File: config.mk
export PLATFORM = sky130hd
export DESIGN_NAME = subclk_watch_timer
export DESIGN_NICKNAME = d
export VERILOG_FILES = /design/src/rtl/wt_pkg.sv /design/src/rtl/wt_counter.sv /design/src/rtl/wt_ctrl.sv /design/src/rtl/subclk_watch_timer.sv
export SDC_FILE = /design/constraint.sdc
export NUM_CORES = 1
export LEC_CHECK = 0
export BUFFER_PORTS_ARGS = -buffer_cell sky130_fd_sc_hd__buf_2
export CAP_MARGIN = 10
export CORE_ASPECT_RATIO = 2
export CORE_UTILIZATION = 51
export DETAILED_ROUTE_END_ITERATION = 8
export PLACE_DENSITY = 0.79
export SYNTH_ARGS = -nofsm -noshare
export SYNTH_HDL_FRONTEND = slang
export SYNTH_SLANG_ARGS = --single-unit
File: constraint.sdc
create_clock -name clk -period 2.3 [get_ports clk]
set_input_delay 0.23 -clock clk [delete_from_list [all_inputs] [get_ports clk]]
set_output_delay 0.23 -clock clk [all_outputs]
set_load 0.02 [all_outputs]
File: src/rtl/wt_pkg.sv
package wt_pkg;
  localparam int CNT_W  = 15;
  localparam int REG_W  = 8;
  localparam int B_SEL0 = 0;
  localparam int B_SEL1 = 1;
  localparam int B_IE   = 2;
  localparam int B_CLR  = 3;
  localparam int B_FLAG = 4;

  typedef logic [CNT_W-1:0] cnt_t;

  // Counter bit chosen by the two-bit interval select
  function automatic int tap_index(input logic [1:0] sel,
                                   input int t0, input int t1,
                                   input int t2, input int t3);
    case (sel)
      2'd0:    return t0;
      2'd1:    return t1;
      2'd2:    return t2;
      default: return t3;
    endcase
  endfunction

  // True when incrementing cur turns bit idx from 0 to 1
  function automatic logic bit_rises(input cnt_t cur, input int idx);
    cnt_t nxt;
    nxt = cur + cnt_t'(1);
    return !cur[idx] && nxt[idx];
  endfunction
endpackage

File: src/rtl/wt_counter.sv
module wt_counter
  import wt_pkg::*;
#(
  parameter int TAP0 = 7,
  parameter int TAP1 = 9,
  parameter int TAP2 = 11,
  parameter int TAP3 = 14
) (
  input  logic       clk,
  input  logic       rst_n,
  input  logic       sub_tick,
  input  logic       stop_req,
  input  logic       clr_pend,
  input  logic [1:0] sel,
  output cnt_t       cnt,
  output logic       tap_rise
);
  logic inc_ok;
  int   tap_idx;

  assign inc_ok   = sub_tick && !stop_req && !clr_pend;
  assign tap_idx  = tap_index(sel, TAP0, TAP1, TAP2, TAP3);
  assign tap_rise = inc_ok && bit_rises(cnt, tap_idx);

  always_ff @(posedge clk or negedge rst_n) begin
    if (!rst_n)
      cnt <= '0;
    else if (stop_req)
      cnt <= '0;
    else if (sub_tick) begin
      if (clr_pend) cnt <= '0;
      else          cnt <= cnt + cnt_t'(1);
    end
  end
endmodule

File: src/rtl/wt_ctrl.sv
module wt_ctrl
  import wt_pkg::*;
(
  input  logic             clk,
  input  logic             rst_n,
  input  logic             ctrl_we,
  input  logic [REG_W-1:0] wdata,
  input  logic             sub_tick,
  input  logic             stop_req,
  input  logic             tap_rise,
  output logic [1:0]       sel,
  output logic             ie,
  output logic             flag,
  output logic             clr_pend
);
  logic flag_wclr;
  logic clr_req;

  assign flag_wclr = ctrl_we && !wdata[B_FLAG];
  assign clr_req   = ctrl_we && !wdata[B_CLR];

  always_ff @(posedge clk or negedge rst_n) begin
    if (!rst_n) begin
      sel <= 2'd0;
      ie  <= 1'b0;
    end else if (ctrl_we) begin
      sel <= {wdata[B_SEL1], wdata[B_SEL0]};
      ie  <= wdata[B_IE];
    end
  end

  // Set event has priority over a software clear
  always_ff @(posedge clk or negedge rst_n) begin
    if (!rst_n)         flag <= 1'b0;
    else if (tap_rise)  flag <= 1'b1;
    else if (flag_wclr) flag <= 1'b0;
  end

  always_ff @(posedge clk or negedge rst_n) begin
    if (!rst_n)                    clr_pend <= 1'b0;
    else if (clr_req)              clr_pend <= 1'b1;
    else if (sub_tick || stop_req) clr_pend <= 1'b0;
  end
endmodule

File: src/rtl/subclk_watch_timer.sv
module subclk_watch_timer
  import wt_pkg::*;
#(
  parameter int TAP0 = 7,
  parameter int TAP1 = 9,
  parameter int TAP2 = 11,
  parameter int TAP3 = 14
) (
  input  logic             clk,
  input  logic             rst_n,
  input  logic             sub_tick,
  input  logic             stop_req,
  input  logic             wr_en,
  input  logic             addr,
  input  logic [REG_W-1:0] wdata,
  output logic [15:0]      rdata,
  output logic             irq,
  output logic [CNT_W-1:0] wdog_count
);
  logic       ctrl_we;
  logic [1:0] sel;
  logic       ie;
  logic       flag;
  logic       clr_pend;
  logic       tap_rise;
  cnt_t       cnt;
  logic [REG_W-1:0] ctrl_rd;

  assign ctrl_we = wr_en && !addr;

  wt_ctrl u_ctrl (
    .clk      (clk),
    .rst_n    (rst_n),
    .ctrl_we  (ctrl_we),
    .wdata    (wdata),
    .sub_tick (sub_tick),
    .stop_req (stop_req),
    .tap_rise (tap_rise),
    .sel      (sel),
    .ie       (ie),
    .flag     (flag),
    .clr_pend (clr_pend)
  );

  wt_counter #(.TAP0(TAP0), .TAP1(TAP1), .TAP2(TAP2), .TAP3(TAP3)) u_cnt (
    .clk      (clk),
    .rst_n    (rst_n),
    .sub_tick (sub_tick),
    .stop_req (stop_req),
    .clr_pend (clr_pend),
    .sel      (sel),
    .cnt      (cnt),
    .tap_rise (tap_rise)
  );

  always_comb begin
    ctrl_rd         = '0;
    ctrl_rd[B_SEL0] = sel[0];
    ctrl_rd[B_SEL1] = sel[1];
    ctrl_rd[B_IE]   = ie;
    ctrl_rd[B_CLR]  = !clr_pend;
    ctrl_rd[B_FLAG] = flag;
  end

  assign rdata      = addr ? {1'b0, cnt} : {8'h00, ctrl_rd};
  assign irq        = flag && ie;
  assign wdog_count = cnt;
endmodule

==> results of run 1 <==
==> layout by cell type (no fill, tap or decap), types with 2 or more instances in the layout <==
master                     count
sky130_fd_sc_hd__nor3_1        2
sky130_fd_sc_hd__inv_1         4
sky130_fd_sc_hd__buf_4         9
sky130_fd_sc_hd__nand2b_1      4
sky130_fd_sc_hd__o21ai_0      24
sky130_fd_sc_hd__mux2_2        4
sky130_fd_sc_hd__dfrtp_1      20
sky130_fd_sc_hd__nand3_1       9
sky130_fd_sc_hd__nand2_1      24
sky130_fd_sc_hd__clkbuf_8      4
sky130_fd_sc_hd__o311ai_0      2
sky130_fd_sc_hd__a21o_1        2
sky130_fd_sc_hd__o221ai_1      2
sky130_fd_sc_hd__ha_1          4
sky130_fd_sc_hd__a21oi_1       6
sky130_fd_sc_hd__nor2b_1       3
sky130_fd_sc_hd__xor2_1        2
sky130_fd_sc_hd__or3_1         4
sky130_fd_sc_hd__a31oi_1       5
sky130_fd_sc_hd__and3_1        2
sky130_fd_sc_hd__o31ai_1       4
sky130_fd_sc_hd__o21a_1        2
sky130_fd_sc_hd__buf_2        41
sky130_fd_sc_hd__nor2_1       10
sky130_fd_sc_hd__and2_1       13
==> critical path, stage by stage (launching register included) <==
cell and delay [ns]:
sky130_fd_sc_hd__dfrtp_1 0.38, sky130_fd_sc_hd__ha_1 0.46, sky130_fd_sc_hd__inv_1 0.17, sky130_fd_sc_hd__o41a_1 0.42, sky130_fd_sc_hd__o311ai_0 0.11, sky130_fd_sc_hd__a21oi_1 0.12, sky130_fd_sc_hd__a311oi_1 0.26
==> timing repair <==
item,CTS,global route
hold buffers,1,0
resized for setup,0,0
endpoints found under the hold margin,20,0
endpoints found under the setup margin,0,0
==> final timing paths <==
kind	start	to	slack, ns	cells past startpoint
worst max-delay path	u_ctrl.sel[0]	u_ctrl.flag	0.28	6
worst min-delay path	wdata[3]	u_ctrl.clr_pend	0.15	2
worst max register to register	u_ctrl.sel[0]	u_ctrl.flag	0.28	6
worst min register to register	u_ctrl.ie	u_ctrl.ie	0.52	2
max in group asynchronous	rst_n	u_cnt.cnt[2]	1.53	2
min in group asynchronous	rst_n	u_ctrl.flag	0.45	2
==> flip-flops by register name, indices dropped and copies added (netlist names) <==
name,cells
u_ctrl.ie,1
u_ctrl.sel,2
u_ctrl.flag,1
u_ctrl.clr_pend,1
u_cnt.cnt,15
==> cell type report <==
type,instances,area [sq um]
fillers,254,968
flip-flops and latches,20,500
multi-input cells,151,946
well taps,29,36.3
repair buffers,51,283
inverters,4,15.0
clock buffers,4,55.1
==> power groups by stage <==
stage | clock, W | sequential (W) | combinational (W)
6_report | 0.000275 | 0.000379 | 0.000213
5_1_grt | 0.000292 | 0.000382 | 0.000236
4_1_cts | 0.000279 | 0.000379 | 0.000213
3_5_place_dp | 0 | 0.000386 | 0.000209
3_3_place_gp | 0 | 0.000386 | 0.000208
2_1_floorplan | 0 | 0.000391 | 0.000137
==> per-layer routing <==
metal	up-vias	part of all wire	global-route usage
li1	763	-	-
met5	-	0	0
met1	746	0.38	0.315
met4	0	0.036	0.137
met3	17	0.039	0.0168
met2	67	0.54	0.468
==> cells in the mapped netlist (2+ instances only) <==
cell	count
sky130_fd_sc_hd__dfrtp_1	20
sky130_fd_sc_hd__nand2_1	24
sky130_fd_sc_hd__nor3_1	2
sky130_fd_sc_hd__nor2_1	10
sky130_fd_sc_hd__nor2b_1	3
sky130_fd_sc_hd__o21ai_0	24
sky130_fd_sc_hd__o31ai_1	4
sky130_fd_sc_hd__or3_1	4
sky130_fd_sc_hd__o221ai_1	2
sky130_fd_sc_hd__o21a_1	2
sky130_fd_sc_hd__and2_1	13
sky130_fd_sc_hd__and3_1	2
sky130_fd_sc_hd__clkbuf_1	9
sky130_fd_sc_hd__xor2_1	2
sky130_fd_sc_hd__ha_1	4
sky130_fd_sc_hd__a21oi_1	6
sky130_fd_sc_hd__mux2_2	4
sky130_fd_sc_hd__a31oi_1	5
sky130_fd_sc_hd__inv_1	4
sky130_fd_sc_hd__nand3_1	9
sky130_fd_sc_hd__o311ai_0	2
sky130_fd_sc_hd__nand2b_1	4
sky130_fd_sc_hd__a21o_1	2
sky130_fd_sc_hd__buf_4	2
==> logic make-up (layout without fill, tap and decap cells) <==
group	after synthesis	after routing	synth area share
buffers and inverters	16	59	0.0493
adder cells (fa/ha/maj)	4	4	0.0329
other	1	1	0.00246
XOR/XNOR	3	3	0.0173
AO/OA/AOI/OAI	56	56	0.235
flip-flops	20	20	0.329
multiplexers	5	5	0.0362
AND/OR/NAND/NOR	82	82	0.298
==> stage by stage <==
step	setup WS, ns	instances
6_report	0.280	259
5_1_grt	0.141	259
4_1_cts	0.267	259
3_5_place_dp	0.289	254
3_3_place_gp	0.338	254
2_1_floorplan	0.223	187
==> Implementation_results.wiki, run 1 <==
{| class="wikitable"
! Metric !! Value
|-
| Number of antenna repair diodes || 0
|-
| Synthesized netlist net count || 205
|-
| Proportion of total power due to net switching || 0.301
|-
| Flip-flop cell with the highest count after synthesis || sky130_fd_sc_hd__dfrtp_1
|-
| Sinks on the clock net || 20
|-
| Power Total || 0.000867 W
|-
| Hold Path Class || input pin to register
|-
| Net total in the final layout || 249
|-
| DIE WIDTH || 40.6 microns
|-
| Largest clock skew in the final design || 0.00632 ns
|-
| Routability cong. || between 0.9 and 1
|-
| Total detailed-routing wirelength || 3950 microns
|-
| Design internal power || a little over 0.0006 W
|-
| Root buffer cell || sky130_fd_sc_hd__clkbuf_8
|-
| Netlist area before placement || about 0.0015 sq mm
|-
| Number of instances in the synthesized netlist || approximately 190
|-
| Number of unique standard cell types used by synthesis || 48
|-
| Proportion of synthesized chip area in sequential cells || 0.329
|-
| Min Hold Slack || 0.150 ns
|-
| Global route total overflow || 0
|-
| Area growth, synth to finish || 20.6%
|-
| Pre-Repair DR Iteration Count || 4
|-
| Fraction of post-synthesis cell area in the top cell type by area || 0.329
|-
| Max-slew headroom || 0.661
|-
| Routed vias || 1593
|-
| Power share of the combinational group || 0.245
|-
| Inserted Clock Buffers || 3
|-
| Die boundary height || 79.2 microns
|-
| Final Setup Violations || 0
|-
| Arr. time, crit path || around 2.2 ns
|-
| Avg Synthesized Cell Area || 8.14 sq um
|-
| IR Drop Worst-Case VDD || roughly 0.00032 V
|-
| Sum of negative setup slack || 0 ns
|-
| Number of port buffers || 41
|-
| Initial detailed-routing violation count || 55
|-
| Post-route cell area || 0.00184 sq mm
|-
| Minimum clock period || 2.02 ns
|-
| Total global-route track usage || 0.274
|-
| PwrDens || 472 mW/mm^2
|-
| Switch Pwr || 0.000261 W
|-
| Share of layout cells above drive strength 1 || 0.283
|-
| Clock transition at the registers of the reported paths || 0.08 ns
|-
| Largest driver fanout on the critical path || 14
|-
| Req. time, crit path || approximately 2.5 ns
|-
| Leading post-synthesis cells by cell area || sky130_fd_sc_hd__dfrtp_1 (33%), sky130_fd_sc_hd__o21ai_0 (7.9%), sky130_fd_sc_hd__nand2_1 (5.9%)
|-
| Clock tree from TritonCTS || yes
|-
| Top cell type by total area after synthesis || sky130_fd_sc_hd__dfrtp_1
|-
| Post-CTS Setup Repair Bufs || 0
|-
| Final number of hold-violating endpoints || 0
|-
| Worst-Margin Slew || 0.507 ns
|-
| Type of element launching the critical path || register
|-
| Standard-cell row count || 27
|-
| Final slew viol count || 0
|-
| Flop and latch count out of synthesis || 20
|-
| Number of buffers on the longest clock path || 2
|-
| Fmax || 495 MHz
|-
| Category of the most critical setup path || register to register
|-
| Part of the cycle the worst path needs || 0.878
|-
| Effective utilization at floorplan || 0.543
|-
| DRC violations left || 0
|-
| Number of global-route vias before repair || 1436
|-
| Clock share of power || 0.318
|-
| Kind of end point of the critical path || register
|-
| Number of flops mapped to enable cells by yosys || 0
|-
| Antenna Violating Nets Remaining || 0
|-
| First-pass GRT wire length || 6300 microns
|-
| Final Util || 0.655
|-
| Flop pwr share || 0.437
|-
| Detailed Place HPWL || 2880 microns
|-
| H-tree levels || 1
|-
| Placeable Area || 0.00280 sq mm
|-
| Leakage power of the design || 0.919 nW
|-
| Initial antenna violation count || 0
|-
| Async set or reset register ratio after synthesis || 1.00
|-
| IO Pins || 46
|-
| Maximum number of pins on one net before global-route repair || 21
|-
| RSZ-0062 raised after global routing || no
|-
| Average vias per placed instance || 6.15
|-
| Clk_lat worst skew || approximately 0.26 ns
|-
| Area after DPL || 0.00177 sq mm
|-
| WL per Instance || 15.3 microns
|-
| Max Cap Violations || 0
|-
| Warnings, synthesis || 0
|-
| Result of the run || finished clean
|-
| Die ar. || between 0.003 and 0.004 sq mm
|}
Note: power is estimated with default switching activity, not from simulation.
==> run 2: changes to the inputs <==
CORE_UTILIZATION = 55   (was 51)
PLACE_DENSITY = 0.85   (was 0.79)
clock period = 2.5 ns   (was 2.3 ns; I/O delays follow)
==> run 2 against run 1 <==
First-iteration DRC count up 25%. Largest power group unchanged. Non-clock buffer count down 5. Routed wire length up 1.7%. Hold slack improved by 0.026 ns. Cell count shrank 2.3%. Combinational power decreased by 9.9%. Power down 7.9%. Count of clock-buffer cells in the layout did not move. Clock power down 7.3%. Register-to-register slack hardly changed. Fmax down 9.4%. Critical path type unchanged. Die area decreased by 7.0%.
==> Implementation_results.wiki, run 2 (synthesis gave the netlist of run 1 again) <==
{| class="wikitable"
! Metric !! Value
|-
| Result of the run || finished clean (unchanged)
|-
| R2R Path End || u_ctrl.flag (unchanged)
|-
| Launch instance of the worst register-to-register path || u_cnt.cnt[0] (was u_ctrl.sel[0])
|-
| Largest clock skew in the final design || 0.00479 ns (was 0.00632 ns)
|-
| Fmax || 449 MHz (was 495 MHz)
|-
| Final number of hold-violating endpoints || 0 (unchanged)
|-
| Routability cong. || 0.902 (was 0.913)
|-
| Hold Path Class || input pin to register (unchanged)
|-
| Net total in the final layout || 244 (was 249)
|-
| Worst path setup slack after routing || 0.271 ns (was 0.280 ns)
|-
| PwrDens || 445 mW/mm^2 (was 472 mW/mm^2)
|-
| IR Drop Worst-Case VDD || 0.000364 V (was 0.000322 V)
|-
| Number of buffers on the longest clock path || 2 (unchanged)
|-
| Final Util || 0.690 (was 0.655)
|-
| Flop-to-flop setup slack || 0.27 ns (was 0.28 ns)
|-
| Average vias per placed instance || 6.14 (was 6.15)
|-
| Placeable Area || 0.00260 sq mm (was 0.00280 sq mm)
|-
| Inserted Clock Buffers || 3 (unchanged)
|-
| Post-Place Cells || 248 (was 254)
|-
| Number of cells on the worst hold path || 2 (unchanged)
|-
| Sum of negative setup slack || 0 ns (unchanged)
|-
| Die ar. || 0.00299 sq mm (was 0.00322 sq mm)
|-
| Most used cells in the layout excluding fill and tap cells || sky130_fd_sc_hd__buf_2 (41), sky130_fd_sc_hd__nand2_1 (24), sky130_fd_sc_hd__o21ai_0 (24), sky130_fd_sc_hd__dfrtp_1 (20), sky130_fd_sc_hd__and2_1 (13) (unchanged)
|-
| Global route total overflow || 0 (unchanged)
|-
| DIE WIDTH || 39.2 microns (was 40.6 microns)
|-
| Worst-Margin Slew || 0.605 ns (was 0.507 ns)
|-
| WL per Instance || 15.9 microns (was 15.3 microns)
|-
| Largest driver fanout on the critical path || 8 (was 14)
|-
| Post-CTS Setup Repair Bufs || 0 (unchanged)
|-
| Post-route cell area || 0.00180 sq mm (was 0.00184 sq mm)
|-
| Sinks on the clock net || 20 (unchanged)
|-
| Arr. time, crit path || 2.38 ns (was 2.19 ns)
|-
| Max-slew headroom || 0.596 (was 0.661)
|-
| Final slew viol count || 0 (unchanged)
|-
| Design internal power || 0.000553 W (was 0.000606 W)
|-
| Number of global-route vias before repair || 1417 (was 1436)
|-
| Number of antenna repair diodes || 0 (unchanged)
|-
| Clock tree from TritonCTS || yes (unchanged)
|-
| Antenna Violating Nets Remaining || 0 (unchanged)
|-
| Clk_lat worst skew || 0.26 ns (about the same)
|-
| Final std cells w/o fill || 253 (was 259)
|-
| Registers with the highest flip-flop counts || u_cnt.cnt x15, u_ctrl.sel x2 (unchanged)
|-
| Share of layout cells above drive strength 1 || 0.267 (was 0.283)
|-
| Initial detailed-routing violation count || 69 (was 55)
|-
| Minimum clock period || 2.23 ns (was 2.02 ns)
|-
| Initial antenna violation count || 0 (unchanged)
|-
| Leading cell type in the layout, fill and taps excluded || sky130_fd_sc_hd__buf_2 (unchanged)
|-
| Number of port buffers || 41 (unchanged)
|-
| Worst Hold Launch || wdata[3] (unchanged)
|-
| First-pass GRT wire length || 6470 microns (was 6300 microns)
|-
| Clock transition at the registers of the reported paths || 0.07 ns (was 0.08 ns)
|-
| Detailed Place HPWL || 2890 microns (was 2880 microns)
|-
| Proportion of total power due to net switching || 0.308 (was 0.301)
|-
| Hold Path End || u_ctrl.clr_pend (unchanged)
|-
| Die boundary height || 76.4 microns (was 79.2 microns)
|-
| Leakage power of the design || 0.892 nW (was 0.919 nW)
|-
| Largest Register || u_cnt.cnt (unchanged)
|-
| Power share of the combinational group || 0.240 (was 0.245)
|-
| RSZ-0062 raised after global routing || no (unchanged)
|-
| Flop pwr share || 0.441 (was 0.437)
|-
| Kind of end point of the critical path || register (unchanged)
|-
| H-tree levels || 1 (unchanged)
|-
| DRC violations left || 0 (unchanged)
|-
| Routed vias || 1553 (was 1593)
|-
| Effective utilization at floorplan || 0.585 (was 0.543)
|-
| Number of flip-flops in the largest register || 15 (unchanged)
|-
| Type of element launching the critical path || register (unchanged)
|-
| Final Setup Violations || 0 (unchanged)
|-
| Root buffer cell || sky130_fd_sc_hd__clkbuf_8 (unchanged)
|-
| Switch Pwr || 0.000246 W (was 0.000261 W)
|-
| IO Pins || 46 (unchanged)
|-
| Req. time, crit path || 2.65 ns (was 2.47 ns)
|-
| Category of the most critical setup path || register to register (unchanged)
|-
| Area after DPL || 0.00173 sq mm (was 0.00177 sq mm)
|-
| Worst setup slack after placement || 0.320 ns (was 0.289 ns)
|-
| R2r worst-path depth || 7 (was 6)
|-
| Area growth, synth to finish || 18.1% (was 20.6%)
|-
| Part of the cycle the worst path needs || 0.892 (was 0.878)
|-
| Max Cap Violations || 0 (unchanged)
|-
| Pre-Repair DR Iteration Count || 4 (unchanged)
|-
| Total global-route track usage || 0.297 (was 0.274)
|-
| Maximum number of pins on one net before global-route repair || 21 (unchanged)
|-
| Standard-cell row count || 26 (was 27)
|-
| Clock share of power || 0.319 (was 0.318)
|-
| Total detailed-routing wirelength || 4020 microns (was 3950 microns)
|}
## run 2: layer usage
layer  vias up  part of all wire  track usage
met4         0             0.035        0.155
met5         -                 0            0
met1       719              0.37        0.352
met2        68              0.54        0.492
met3        17             0.055       0.0292
li1        749                 -            -
## run 2: final cells by class
type,count,area [sq um]
clock buffers,4,55.1
fillers,239,806
inverters,4,15.0
multi-input cells,151,946
flip-flops and latches,20,500
well taps,28,35.0
repair buffers,46,245
## run 2: timing repair
item                      4_1_cts  5_1_grt
hold endpoints to repair       20        0
gates resized for setup         0        0
hold buffers                    1        0
## run 2: worst max-delay path by stage
stage                  start  slack [ns]          end  cells past startpoint
6_report        u_cnt.cnt[0]        0.27  u_ctrl.flag                      7
5_1_grt        u_ctrl.sel[1]        0.18  u_ctrl.flag                      7
4_1_cts         u_cnt.cnt[0]        0.29  u_ctrl.flag                      7
3_5_place_dp    u_cnt.cnt[0]        0.32  u_ctrl.flag                      7
3_3_place_gp    u_cnt.cnt[0]        0.42  u_ctrl.flag                      7
2_1_floorplan   u_cnt.cnt[0]        0.42  u_ctrl.flag                      8
## run 2: critical path, stage by stage (launching register included)
cell                       delay, ns
sky130_fd_sc_hd__dfrtp_1        0.46
sky130_fd_sc_hd__ha_1           0.27
sky130_fd_sc_hd__and4_1         0.29
sky130_fd_sc_hd__and2_4         0.20
sky130_fd_sc_hd__and4_2         0.27
sky130_fd_sc_hd__xor2_1         0.16
sky130_fd_sc_hd__a31oi_1        0.10
sky130_fd_sc_hd__a311oi_1       0.35
## run 2: power by group through the flow
stage	Sequential [W]	Clock, W	Combinational [W]
6_report	0.000352	0.000255	0.000192
2_1_floorplan	0.000359	0	0.000126
3_3_place_gp	0.000358	0	0.000182
4_1_cts	0.000352	0.000258	0.000190
5_1_grt	0.000354	0.000268	0.000212
3_5_place_dp	0.000359	0	0.000187
## run 2: stage by stage
stage	hold WS, ns	power, W
2_1_floorplan	-0.0456	0.000486
5_1_grt	0.180	0.000835
4_1_cts	0.172	0.000800
3_3_place_gp	0.227	0.000540
3_5_place_dp	0.231	0.000546
6_report	0.176	0.000799
